===== src/rtl/osd_pkg.sv =====
package osd_pkg;
  typedef logic [1:0] quad_t;
  localparam quad_t QUAD_UP  = 2'b00;
  localparam quad_t QUAD_CW  = 2'b01;
  localparam quad_t QUAD_INV = 2'b10;
  localparam quad_t QUAD_CCW = 2'b11;

  typedef logic [1:0] shk_t;
  localparam shk_t SHK_NONE  = 2'b00;
  localparam shk_t SHK_LEFT  = 2'b01;
  localparam shk_t SHK_RIGHT = 2'b10;
endpackage


===== src/rtl/osd_classify.sv =====
module osd_classify
  import osd_pkg::*;
#(
  parameter int W     = 8,
  parameter int MAG_W = W + 1,
  parameter int ONE_G = 64
) (
  input  logic [W-1:0]     x,
  input  logic [W-1:0]     y,
  input  logic [MAG_W-1:0] thr,
  output quad_t            raw,
  output logic             tilt,
  output logic             over_l,
  output logic             over_r
);
  localparam logic [MAG_W-1:0] TILT_LIM = MAG_W'(ONE_G / 2);

  logic [MAG_W-1:0] xs, ys, ax, ay;

  always_comb begin
    xs = {x[W-1], x};
    ys = {y[W-1], y};
    ax = x[W-1] ? (~xs + MAG_W'(1)) : xs;
    ay = y[W-1] ? (~ys + MAG_W'(1)) : ys;
    if (ay >= ax) raw = y[W-1] ? QUAD_INV : QUAD_UP;
    else          raw = x[W-1] ? QUAD_CCW : QUAD_CW;
    tilt   = (ax < TILT_LIM) && (ay < TILT_LIM);
    over_l = x[W-1]  && (ax > thr);
    over_r = !x[W-1] && (ax > thr);
  end
endmodule


===== src/rtl/osd_debounce.sv =====
module osd_debounce
  import osd_pkg::*;
#(
  parameter int CNT_W = 8
) (
  input  logic             clk,
  input  logic             rst,
  input  logic             take,
  input  logic             tilt,
  input  quad_t            raw,
  input  logic [CNT_W-1:0] lim,
  output quad_t            cur_q,
  output quad_t            prev_q,
  output logic             tilt_q,
  output logic             chg_ev
);
  quad_t            cand_q;
  logic [CNT_W-1:0] run_q, run_nxt;

  always_comb begin
    run_nxt = run_q + CNT_W'(1);
    chg_ev  = take && !tilt && (raw != cur_q) && (raw == cand_q) && (run_nxt >= lim);
  end

  always_ff @(posedge clk) begin
    if (rst) begin
      cur_q  <= QUAD_UP;
      prev_q <= QUAD_UP;
      cand_q <= QUAD_UP;
      run_q  <= '0;
      tilt_q <= 1'b0;
    end else if (take) begin
      tilt_q <= tilt;
      if (!tilt) begin
        if (raw == cur_q) begin
          run_q <= '0;
        end else if (raw == cand_q) begin
          if (chg_ev) begin
            prev_q <= cur_q;
            cur_q  <= raw;
            run_q  <= '0;
          end else begin
            run_q <= run_nxt;
          end
        end else begin
          cand_q <= raw;
          run_q  <= CNT_W'(1);
        end
      end
    end
  end

  a_r4_prev_follows: assert property (@(posedge clk) disable iff (rst)
    !$stable(cur_q) |-> prev_q == $past(cur_q));
  a_r3_change_needs_reading: assert property (@(posedge clk) disable iff (rst)
    !$stable(cur_q) |-> $past(take && !tilt));
  a_r5_tilt_holds_run: assert property (@(posedge clk) disable iff (rst)
    take && tilt |=> $stable(run_q) && $stable(cand_q));
endmodule


===== src/rtl/osd_shake.sv =====
module osd_shake
  import osd_pkg::*;
#(
  parameter int CNT_W = 8
) (
  input  logic             clk,
  input  logic             rst,
  input  logic             take,
  input  logic             over_l,
  input  logic             over_r,
  input  logic [CNT_W-1:0] lim,
  output logic             shk_ev,
  output shk_t             shk_dir
);
  shk_t             dir_q;
  logic [CNT_W-1:0] run_q, run_nxt;

  always_comb begin
    if (over_l)      shk_dir = SHK_LEFT;
    else if (over_r) shk_dir = SHK_RIGHT;
    else             shk_dir = SHK_NONE;
    run_nxt = (shk_dir == dir_q) ? run_q + CNT_W'(1) : CNT_W'(1);
    shk_ev  = take && (shk_dir != SHK_NONE) && (run_nxt >= lim);
  end

  always_ff @(posedge clk) begin
    if (rst) begin
      dir_q <= SHK_NONE;
      run_q <= '0;
    end else if (take) begin
      if (shk_dir != SHK_NONE) begin
        dir_q <= shk_dir;
        run_q <= shk_ev ? '0 : run_nxt;
      end else begin
        run_q <= '0;
      end
    end
  end

  a_r7_event_needs_excursion: assert property (@(posedge clk) disable iff (rst)
    shk_ev |-> take && (over_l || over_r));
  a_r6_one_direction: assert property (@(posedge clk) disable iff (rst)
    !(over_l && over_r));
endmodule


===== src/rtl/orient_shake_det.sv =====
module orient_shake_det
  import osd_pkg::*;
#(
  parameter int W        = 8,
  parameter int ONE_G    = 64,
  parameter int BASE_CNT = 16
) (
  input  logic         clk,
  input  logic         rst,
  input  logic         smp_valid,
  input  logic [W-1:0] x_in,
  input  logic [W-1:0] y_in,
  input  logic         pwr_down,
  input  logic [1:0]   orc_sel,
  input  logic [1:0]   shth_sel,
  input  logic [1:0]   shc_sel,
  input  logic         int_clr,
  output logic [1:0]   orient_cur,
  output logic [1:0]   orient_prev,
  output logic         tilt_bad,
  output logic [1:0]   shake_code,
  output logic         irq
);
  localparam int MAG_W = W + 1;
  localparam int CNT_W = $clog2(BASE_CNT * 8 + 1);

  logic             take;
  logic [MAG_W-1:0] thr;
  logic [CNT_W-1:0] orc_lim, shc_lim;
  quad_t            raw;
  logic             tilt, over_l, over_r, chg_ev, shk_ev;
  shk_t             shk_dir;

  always_comb begin
    take    = smp_valid && !pwr_down;
    orc_lim = CNT_W'(BASE_CNT) << orc_sel;
    shc_lim = CNT_W'(BASE_CNT) << shc_sel;
    thr     = MAG_W'(ONE_G / 2) * ({{(MAG_W-2){1'b0}}, shth_sel} + MAG_W'(1));
  end

  osd_classify #(.W(W), .MAG_W(MAG_W), .ONE_G(ONE_G)) u_cls (
    .x(x_in), .y(y_in), .thr(thr),
    .raw(raw), .tilt(tilt), .over_l(over_l), .over_r(over_r)
  );

  osd_debounce #(.CNT_W(CNT_W)) u_deb (
    .clk(clk), .rst(rst), .take(take), .tilt(tilt), .raw(raw), .lim(orc_lim),
    .cur_q(orient_cur), .prev_q(orient_prev), .tilt_q(tilt_bad), .chg_ev(chg_ev)
  );

  osd_shake #(.CNT_W(CNT_W)) u_shk (
    .clk(clk), .rst(rst), .take(take), .over_l(over_l), .over_r(over_r),
    .lim(shc_lim), .shk_ev(shk_ev), .shk_dir(shk_dir)
  );

  always_ff @(posedge clk) begin
    if (rst) begin
      irq        <= 1'b0;
      shake_code <= SHK_NONE;
    end else begin
      irq <= (irq && !int_clr) || chg_ev || shk_ev;
      if (shk_ev)       shake_code <= shk_dir;
      else if (int_clr) shake_code <= SHK_NONE;
    end
  end

  a_r6_code_legal: assert property (@(posedge clk) disable iff (rst)
    shake_code != 2'b11);
  a_r9_irq_sticky: assert property (@(posedge clk) disable iff (rst)
    irq && !int_clr |=> irq);
  a_r9_change_raises_irq: assert property (@(posedge clk) disable iff (rst)
    !$stable(orient_cur) |-> irq);
  a_r8_pd_freeze: assert property (@(posedge clk) disable iff (rst)
    pwr_down |=> $stable(orient_cur) && $stable(orient_prev) && $stable(tilt_bad));
endmodule


===== config.mk =====
export PLATFORM = sky130hd
export DESIGN_NAME = orient_shake_det
export DESIGN_NICKNAME = d
export VERILOG_FILES = /design/src/rtl/osd_pkg.sv /design/src/rtl/osd_classify.sv /design/src/rtl/osd_debounce.sv /design/src/rtl/osd_shake.sv /design/src/rtl/orient_shake_det.sv
export SDC_FILE = /design/constraint.sdc
export NUM_CORES = 1
export LEC_CHECK = 0
export BUFFER_PORTS_ARGS = -buffer_cell sky130_fd_sc_hd__buf_2
export CAP_MARGIN = 10
export CELL_PAD_IN_SITES_DETAIL_PLACEMENT = 1
export CELL_PAD_IN_SITES_GLOBAL_PLACEMENT = 2
export CORE_AREA = 2 2 121 64
export CTS_CLUSTER_DIAMETER = 50
export DETAILED_ROUTE_END_ITERATION = 8
export DIE_AREA = 0 0 123 66
export PLACE_DENSITY_LB_ADDON = 0.1
export SLEW_MARGIN = 10
export SYNTH_ARGS = -nofsm -noshare
export SYNTH_HDL_FRONTEND = slang
export SYNTH_SLANG_ARGS = --single-unit

===== constraint.sdc =====
create_clock -name clk -period 5.1 [get_ports clk]
set_input_delay 0.51 -clock clk [delete_from_list [all_inputs] [get_ports clk]]
set_output_delay 0.51 -clock clk [all_outputs]
set_load 0.02 [all_outputs]

# After elaboration in Yosys (flattened, before gate mapping)
# Index checks and enable logic that the tools add are counted.
[word_totals]
regBits = 28
in_bits = 27
output_inout_bits = 8
word_cells = 69
[op_classes]
n_addsub = 5
order_cmp = 6
eq_ne = 4
shifts = 2
n_mux = 15
bitwise_logic = 5
n_reduce_logical = 23
[ops]
columns = ["operator", "count"]
rows = [
  ["two-way mux 8 bit", 6],
  ["adder 9 x 1 -> 9 bit, second input constant", 2],
  ["less-than comparator 9 x 6 -> 1 bit, second input constant", 2],
  ["two-way mux 9 bit", 2],
  ["NOT 9 bit", 2],
  ["adder 8 x 1 -> 8 bit, second input constant", 2],
  [">= comparator 8 bit", 2],
  ["left shift 5 x 2 -> 8 bit, first input constant", 2],
  ["two-way mux 2 bit", 7],
  ["logical AND 1 bit", 11],
  [">= comparator 9 bit", 1],
  ["greater-than comparator 9 x 8 -> 1 bit", 1],
  ["== test 2 bit", 3],
  ["AND reduction 5 bit", 1],
  ["zero test 1 bit", 4],
  ["AND reduction 2 bit", 2],
  ["AND reduction 4 bit", 1],
  ["nonzero test 2 bit", 2],
  ["adder 2 x 1 -> 3 bit, second input constant", 1],
  ["NOT 1 bit", 3],
  ["logical OR 1 bit", 2],
  ["!= test 2 bit", 1],
]

# Depth between registers and ports, before layout
# Gate-level depths: netlist (run 1).
[depth]
ltp_word = 13
ltp_mapped = 20
depth_no_buf = 19

# Cells and area by module
# A second synthesis (run 1) with hierarchy kept.
[unflattened]
hier_cells = 333
area_unflattened_um2 = 2737.6
[by_module_without_submodules]
columns = ["mod", "n_inst", "cells_each", "area_each_um2", "seq_area_each_um2"]
rows = [
  ["osd_debounce", 1, 106, 925.9, 300.3],
  ["osd_shake", 1, 94, 850.8, 200.2],
  ["osd_classify", 1, 109, 779.5, 0.0],
  ["orient_shake_det", 1, 24, 181.4, 60.1],
]

# Worst setup path before layout (run 1)
# OpenSTA, ideal clock, no wires.
[synth_path]
path_kind = "in2reg"
startpoint = "in x_in[2]"
endpoint = "reg u_shk.run_q[2]"
setup_time_ns = 0.072
arrival_ns = 4.262
setup_slack_ns = 0.765
cell_stages = 20
n_path_buf = 2
cell_sequence = "buf_2 > or4_4 > nor3_1 > ha_1 > o31ai_1 > or2_2 > o211ai_1 > buf_2 > o21ai_1 > o31a_1 > nor2_1 > ha_1 > o21a_1 > o21ai_0 > nand2b_1 > a21o_1 > nor3_1 > nand3_1 > o22ai_1 > o2bb2ai_1"
[synth_between]
elab_chain_len = 13
elab_cells_between_ends = 16
cone_classes = "1 x add/sub; 2 x order compare; 1 x eq/ne; 6 x mux; 1 x bitwise; 5 x reduce/logical"
[synth_rtl]
columns = ["item", "line", "rtl"]
rows = [
  ["start: declaration", "orient_shake_det.sv:11", "input logic [W-1:0] x_in,"],
  ["NOT 9 bit", "osd_classify.sv:23", "ax = x[W-1] ? (~xs + MAG_W'(1)) : xs;"],
  ["adder 9 x 1 -> 9 bit", "osd_classify.sv:23", ""],
  ["two-way mux 9 bit (*)", "osd_classify.sv:23", ""],
  ["greater-than comparator 9 x 8 -> 1 bit (*)", "osd_classify.sv:28, osd_classify.sv:29", ""],
  ["logical AND 1 bit", "osd_classify.sv:29", "over_r = !x[W-1] && (ax > thr);"],
  ["two-way mux 2 bit", "osd_shake.sv:20", "else if (over_r) shk_dir = SHK_RIGHT;"],
  ["two-way mux 2 bit (*)", "osd_shake.sv:19", "if (over_l) shk_dir = SHK_LEFT;"],
  ["== test 2 bit", "osd_shake.sv:22", "run_nxt = (shk_dir == dir_q) ? run_q + CNT_W'(1) : CNT_W'(1);"],
  ["two-way mux 8 bit", "osd_shake.sv:22", ""],
  [">= comparator 8 bit", "osd_shake.sv:23", "shk_ev = take && (shk_dir != SHK_NONE) && (run_nxt >= lim);"],
  ["logical AND 1 bit", "osd_shake.sv:23", ""],
  ["two-way mux 8 bit", "osd_shake.sv:33", "run_q <= shk_ev ? '0 : run_nxt;"],
  ["two-way mux 8 bit (*)", "osd_shake.sv:31", "if (shk_dir != SHK_NONE) begin"],
  ["end signal: assignment", "osd_shake.sv:33", ""],
  ["end: declaration", "osd_shake.sv:16", "logic [CNT_W-1:0] run_q, run_nxt;"],
]
# Every way passes the cells marked *; elsewhere a longest branch is shown, timed or not.
# A chain may end at the register's enable or synchronous reset.

# Worst setup path in the final report (run 1)
[layout_path]
startpoint = "in x_in[5]"
endpoint = "reg u_shk.run_q[2]"
# The elaborated chain is that of the path after synthesis.

==> results of run 1 <==
==> per-layer routing <==
| layer | vias up | track usage |
|---|---|---|
| li1 | 1117 | - |
| met1 | 1027 | 0.277 |
| met2 | 27 | 0.227 |
| met3 | 2 | 0.0405 |
| met4 | 0 | 0.0185 |
| met5 | - | 0 |
==> cells in the mapped netlist (all sizes together) (4+ instances only) <==
cell type   n  area, um2
buf         4       22.5
inv        14       52.6
xor2       11       96.3
o21ai      11       55.1
o21a        5       37.5
nand2b     15       93.8
nor3        8       45.0
nor3b       4       30.0
a41o        4       40.0
a21o        4       30.0
clkbuf      4       15.0
mux2i       5       50.1
xnor2      11       96.3
nor2b       6       37.5
nor2       26       97.6
a22o        4       35.0
a21oi      22        121
dfxtp      28        561
nand3      12       60.1
ha         23        288
nand2      19       71.3
a211oi      4       42.5
or2         5       33.8
==> cell usage in the layout, fill, tap and decap left out, types with 7 or more instances in the layout <==
| cell type | n |
|---|---|
| buf_2 | 34 |
| inv_1 | 14 |
| nand3_1 | 12 |
| nand2_1 | 19 |
| nor3_1 | 7 |
| xnor2_1 | 11 |
| o21ai_0 | 10 |
| nor2_1 | 26 |
| a21oi_1 | 21 |
| xor2_1 | 11 |
| ha_1 | 23 |
| dfxtp_1 | 28 |
| nand2b_1 | 15 |
==> power groups by stage <==
stage / Combinational, W / Clock [W] / Sequential [W]
floorplan: 0.000104 / 0 / 0.000233
global placement: 0.000152 / 0 / 0.000233
detailed placement: 0.000155 / 0 / 0.000233
CTS: 0.000156 / 0.000250 / 0.000228
global route: 0.000175 / 0.000257 / 0.000229
finish: 0.000155 / 0.000243 / 0.000228
==> path summary, 6_finish.rpt <==
path                         end  slack, ns  cells after the start
setup / recovery  u_shk.run_q[2]       0.53                     19
hold / removal      u_deb.tilt_q       0.46                      1
hold reg to reg     u_deb.tilt_q       0.46                      1
setup reg to reg  u_shk.run_q[2]       2.11                     13
==> flip-flops by register name, summed over array words and instances (netlist names) <==
signal,flops
u_deb.prev_q,2
u_deb.tilt_q,1
u_deb.run_q,8
shake_code,2
irq,1
u_deb.cand_q,2
u_shk.run_q,8
u_deb.cur_q,2
u_shk.dir_q,2
==> stage by stage <==
step                instances  hold WS, ns  setup WS [ns]  cell area (um2)
floorplan                 290        0.444          0.765             2360
global placement          417        0.444          0.480             2650
detailed placement        417        0.453          0.220             2650
CTS                       421        0.471          0.512             2760
global route              421        0.482          0.144             2760
finish                    421        0.464          0.531             2760
==> logic make-up after synthesis <==
kind of cell	count (synthesis)	synth area share
simple gates	112	0.253
compound gates	73	0.231
flops	28	0.237
fa+ha+maj	24	0.126
xor+xnor	22	0.0815
buf+inv	22	0.0381
mux	7	0.0307
other cells	2	0.00318
==> worst max-delay path, stage by stage <==
cell,delay [ns]
buf_2,0.13
or4_4,0.56
nor3_1,0.45
ha_1,0.25
o31ai_1,0.08
or2_2,0.27
o211ai_1,0.25
buf_4,0.20
o31a_1,0.20
nor2_1,0.07
ha_1,0.29
o21a_1,0.16
o21ai_0,0.14
nand2b_1,0.09
a21o_1,0.24
nor3_1,0.30
nand3_1,0.28
o22ai_1,0.19
o2bb2ai_1,0.13
==> cell type report <==
class                           instances  area (um2)  area share
Timing Repair Buffer                   39         208      0.0753
Inverter                               14        52.6      0.0190
Clock buffer                            3        75.1      0.0272
Tap cell                               96         120      0.0435
Multi-Input combinational cell        240        1710       0.621
Clock inverter                          1        30.0      0.0109
Sequential cell                        28         561       0.203
==> impl_metrics.ini, run 1 <==
[cts]
clk_pin_slew_ns = 0.08
cts-root-buf = clkbuf_16
tritoncts = built
cts_max_level = 1
cts_resized = 0
postCtsSetupBuffers = 0
cts-hold-fix-buffers = 0
insertion_delay_ns = 0.27
clock_sinks = 28
clock_path_buffers = 2
cts_made_buffers = 3

[yosys]
synth_edf_count = 0
async_flop_share = 0
yosysSeqAreaShare = 0.237
netlist_instances = 290
synth_cell_types = 55
syn_area_per_cell_um2 = 8.15
yosysWarnings = 0
synth_seq_cells = 28
syn_area_um2 = 2360
ys.flop_type = dfxtp_1
synth_fp_nets = 340

[timing]
clock_skew_ns = 0.00501
finalSetupViolCount = 0
maxSlewHeadroom = 0.603
hold_violations = 0
finalCritPeriodShare = 0.896
tightest_slew_ns = 0.589
final.min_clock_period_ns = 4.57
max_freq_mhz = 219
drv_slew = 0
rsz0062_at_grt = no
setup_tns_ns = 0

[routing]
dr.pass1.iters = 4
vias = 2173
drt_iter0_drc = 154
ant_nets = 0
top_layer = met4
met3_length_um = 208
wl_met1_um = 3950
drc = 0
wl_per_cell_um = 15.5
avgViaCountPerCell = 5.16
met2WireLength_um = 2370
wl_um = 6540

[die]
die_area_um2 = 8120
dieHeight_um = 66
core_um2 = 7100
die_w_um = 123
top_level_ports = 35
start_util = 0.333
rows = 22

[grt]
grt_usage = 0.172
grt_pass1_wl_um = 10800
grt_start_max_net_pins = 24
grt_overflow = 0
grt_pass1_vias = 2088
antenna_found_initial = 0

[place]
io_buffers = 34
dp_hpwl_um = 5340
gp_congestion = 0.820

[power]
sw_frac_of_total = 0.289
cellInternalPower_w = 0.000445
switchingPower_w = 0.000181
irDropWorstVdd_v = 0.000111
p_total_w = 0.000626
combPwrFrac = 0.248
powerDensity_nw_per_um2 = 227
leakagePower_nw = 1.16
pwr-share-clk = 0.387
power_frac_seq = 0.365

[cells_and_area]
fillers = 867
layout.nets = 376
areaGrowthSynthToFinish_pct = 16.7
fin_util = 0.388
drive_gt1_frac = 0.182
antenna_cells = 0

[job]
max_cap_viol_count = 0

[worst_hold_path]
hold_class = flop to flop
worstHoldStart = u_deb.tilt_q

[critical_path]
worstSetupStartpointType = primary input
cp.arrival_ns = 4.77
rr_startpoint = u_shk.run_q[0]
required_ns = 5.31
end_kind = flop
critPathLaunch = x_in[5]
crit_fanout = 7
crit_type = primary input to flop

[outcome]
outcome = completed
Power figures use the tool's default switching activity.
==> inputs of run 2 (changes only) <==
--- a/config.mk
+++ b/config.mk
@@ -13,6 +13,7 @@
 export CTS_CLUSTER_DIAMETER = 50
 export DETAILED_ROUTE_END_ITERATION = 8
 export DIE_AREA = 0 0 123 66
+export MAX_ROUTING_LAYER = met4
 export PLACE_DENSITY_LB_ADDON = 0.1
 export SLEW_MARGIN = 10
 export SYNTH_ARGS = -nofsm -noshare
==> constraint.sdc (replaced) <==
create_clock -name clk -period 5.1 [get_ports clk]
set_input_delay 0 -clock clk [delete_from_list [all_inputs] [get_ports clk]]
set_output_delay 0 -clock clk [all_outputs]
set_load 0.02 [all_outputs]
==> impl_metrics.ini, run 2 (synthesis gave the netlist of run 1 again) <==
[cts]
clock_path_buffers = 2
cts_made_buffers = 3
tritoncts = built
cts_resized = 0
postCtsSetupBuffers = 0
cts-hold-fix-buffers = 0
insertion_delay_ns = 0.26
clock_sinks = 28
cts-root-buf = clkbuf_16
cts_max_level = 1
clk_pin_slew_ns = 0.07

[critical_path]
worstSetupStartpointType = primary input
cp.arrival_ns = 4.41
end_kind = flop
rr_startpoint = u_shk.run_q[0]
crit_fanout = 8
crit_type = primary input to flop
r2r-end = u_shk.run_q[2]
r2r_cells = 13
r2r_setup_slack_ns = 2.11
required_ns = 5.29

[place]
dp_worst_setup_slack_ns = 0.656
gp_congestion = 0.844
dp_hpwl_um = 5230
io_buffers = 34

[timing]
final.min_clock_period_ns = 4.22
max_freq_mhz = 237
finalCritPeriodShare = 0.827
tightest_slew_ns = 0.672
hold_violations = 0
setup_tns_ns = 0
finalSetupViolCount = 0
drv_slew = 0
maxSlewHeadroom = 0.548
rsz0062_at_grt = no
setup_ws_ns = 0.881
clock_skew_ns = 0.00498

[routing]
avgViaCountPerCell = 5.14
drc = 0
wl_per_cell_um = 15.3
drt_iter0_drc = 90
dr.pass1.iters = 4
wl_um = 6400
ant_nets = 0
vias = 2154

[cells_and_area]
mostFrequentLayoutCells = buf_2 (34), dfxtp_1 (28), nor2_1 (26), ha_1 (23), a21oi_1 (21)
reg_top3 = u_deb.run_q (8), u_shk.run_q (8)
areaGrowthSynthToFinish_pct = 15.4
antenna_cells = 0
layout.nets = 374
final_common_cell = buf_2
drive_gt1_frac = 0.176
fin_util = 0.384

[power]
p_total_w = 0.000579
leakagePower_nw = 1.14
irDropWorstVdd_v = 0.000130
powerDensity_nw_per_um2 = 212

[grt]
grt_overflow = 0
grt_start_max_net_pins = 24
grt_usage = 0.177
grt_pass1_vias = 2126
antenna_found_initial = 0
grt_pass1_wl_um = 10800

[die]
start_util = 0.333
rows = 22
dieHeight_um = 66
core_um2 = 7100
top_level_ports = 35
die_area_um2 = 8120
die_w_um = 123

[worst_hold_path]
hold_class = primary input to flop
min_path_cells = 3
worstHoldStart = int_clr
hold_path_end = shake_code[0]

[job]
max_cap_viol_count = 0

[outcome]
outcome = completed
-- run 2: cell types whose count changed in the layout (fill, tap and decap cells not counted) --
| cell | before | now |
|---|---|---|
| bufinv_16 | 1 | 0 |
| clkbuf_8 | 0 | 1 |
| buf_4 | 5 | 3 |
-- run 2: power by group --
group / internal, W / switching (W)
Sequential: 0.000223 / 0.00000521
Combinational: 0.0000630 / 0.0000898
Clock: 0.000120 / 0.0000776
Total: 0.000407 / 0.000173
-- run 2: through the flow --
stage / cells / instance area [um2] / hold slack, ns
floorplan: 290 / 2360 / 0.186
global placement: 415 / 2640 / 0.298
detailed placement: 415 / 2640 / 0.312
CTS: 419 / 2730 / 0.0308
global route: 419 / 2730 / 0.0458
finish: 419 / 2730 / 0.0371
-- run 2: how the worst max path moves through the flow --
stage	start	to	slack [ns]	cells after the start
2_1_floorplan	x_in[2]	u_shk.run_q[2]	1.28	20
3_3_place_gp	x_in[5]	u_shk.run_q[2]	0.85	19
3_5_place_dp	x_in[5]	u_shk.run_q[2]	0.66	19
4_1_cts	x_in[5]	u_shk.run_q[2]	0.94	19
5_1_grt	x_in[5]	u_shk.run_q[6]	0.51	19
6_report	x_in[5]	u_shk.run_q[2]	0.88	19
-- run 2: cell type report --
cell class                 count  area [um2]
sequential                    28         561
fill                         861        4370
multi-input combinational    240        1710
inverter                      14        52.6
clock buffer                   4        88.8
timing repair buffer          37         193
tap                           96         120
-- run 2: critical path: stages --
cell and delay (ns):
buf_2 0.13, or4_4 0.56, nor3_1 0.41, ha_1 0.24, o31ai_1 0.08, or2_2 0.28, o211ai_1 0.41, buf_4 0.24
o31a_1 0.19, nor2_1 0.07, ha_1 0.29, o21a_1 0.16, o21ai_0 0.13, nand2b_1 0.09, a21o_1 0.24, nor3_1 0.31
nand3_1 0.27, o22ai_1 0.19, o2bb2ai_1 0.13
-- run 2: routing by layer --
| layer | GRT usage | up-vias | wire length (um) |
|---|---|---|---|
| met5 | - | - | 0 |
| met4 | 0.0256 | 0 | 35 |
| met3 | 0.0310 | 4 | 168 |
| met2 | 0.231 | 27 | 2230 |
| met1 | 0.280 | 1008 | 3970 |
| li1 | - | 1115 | - |
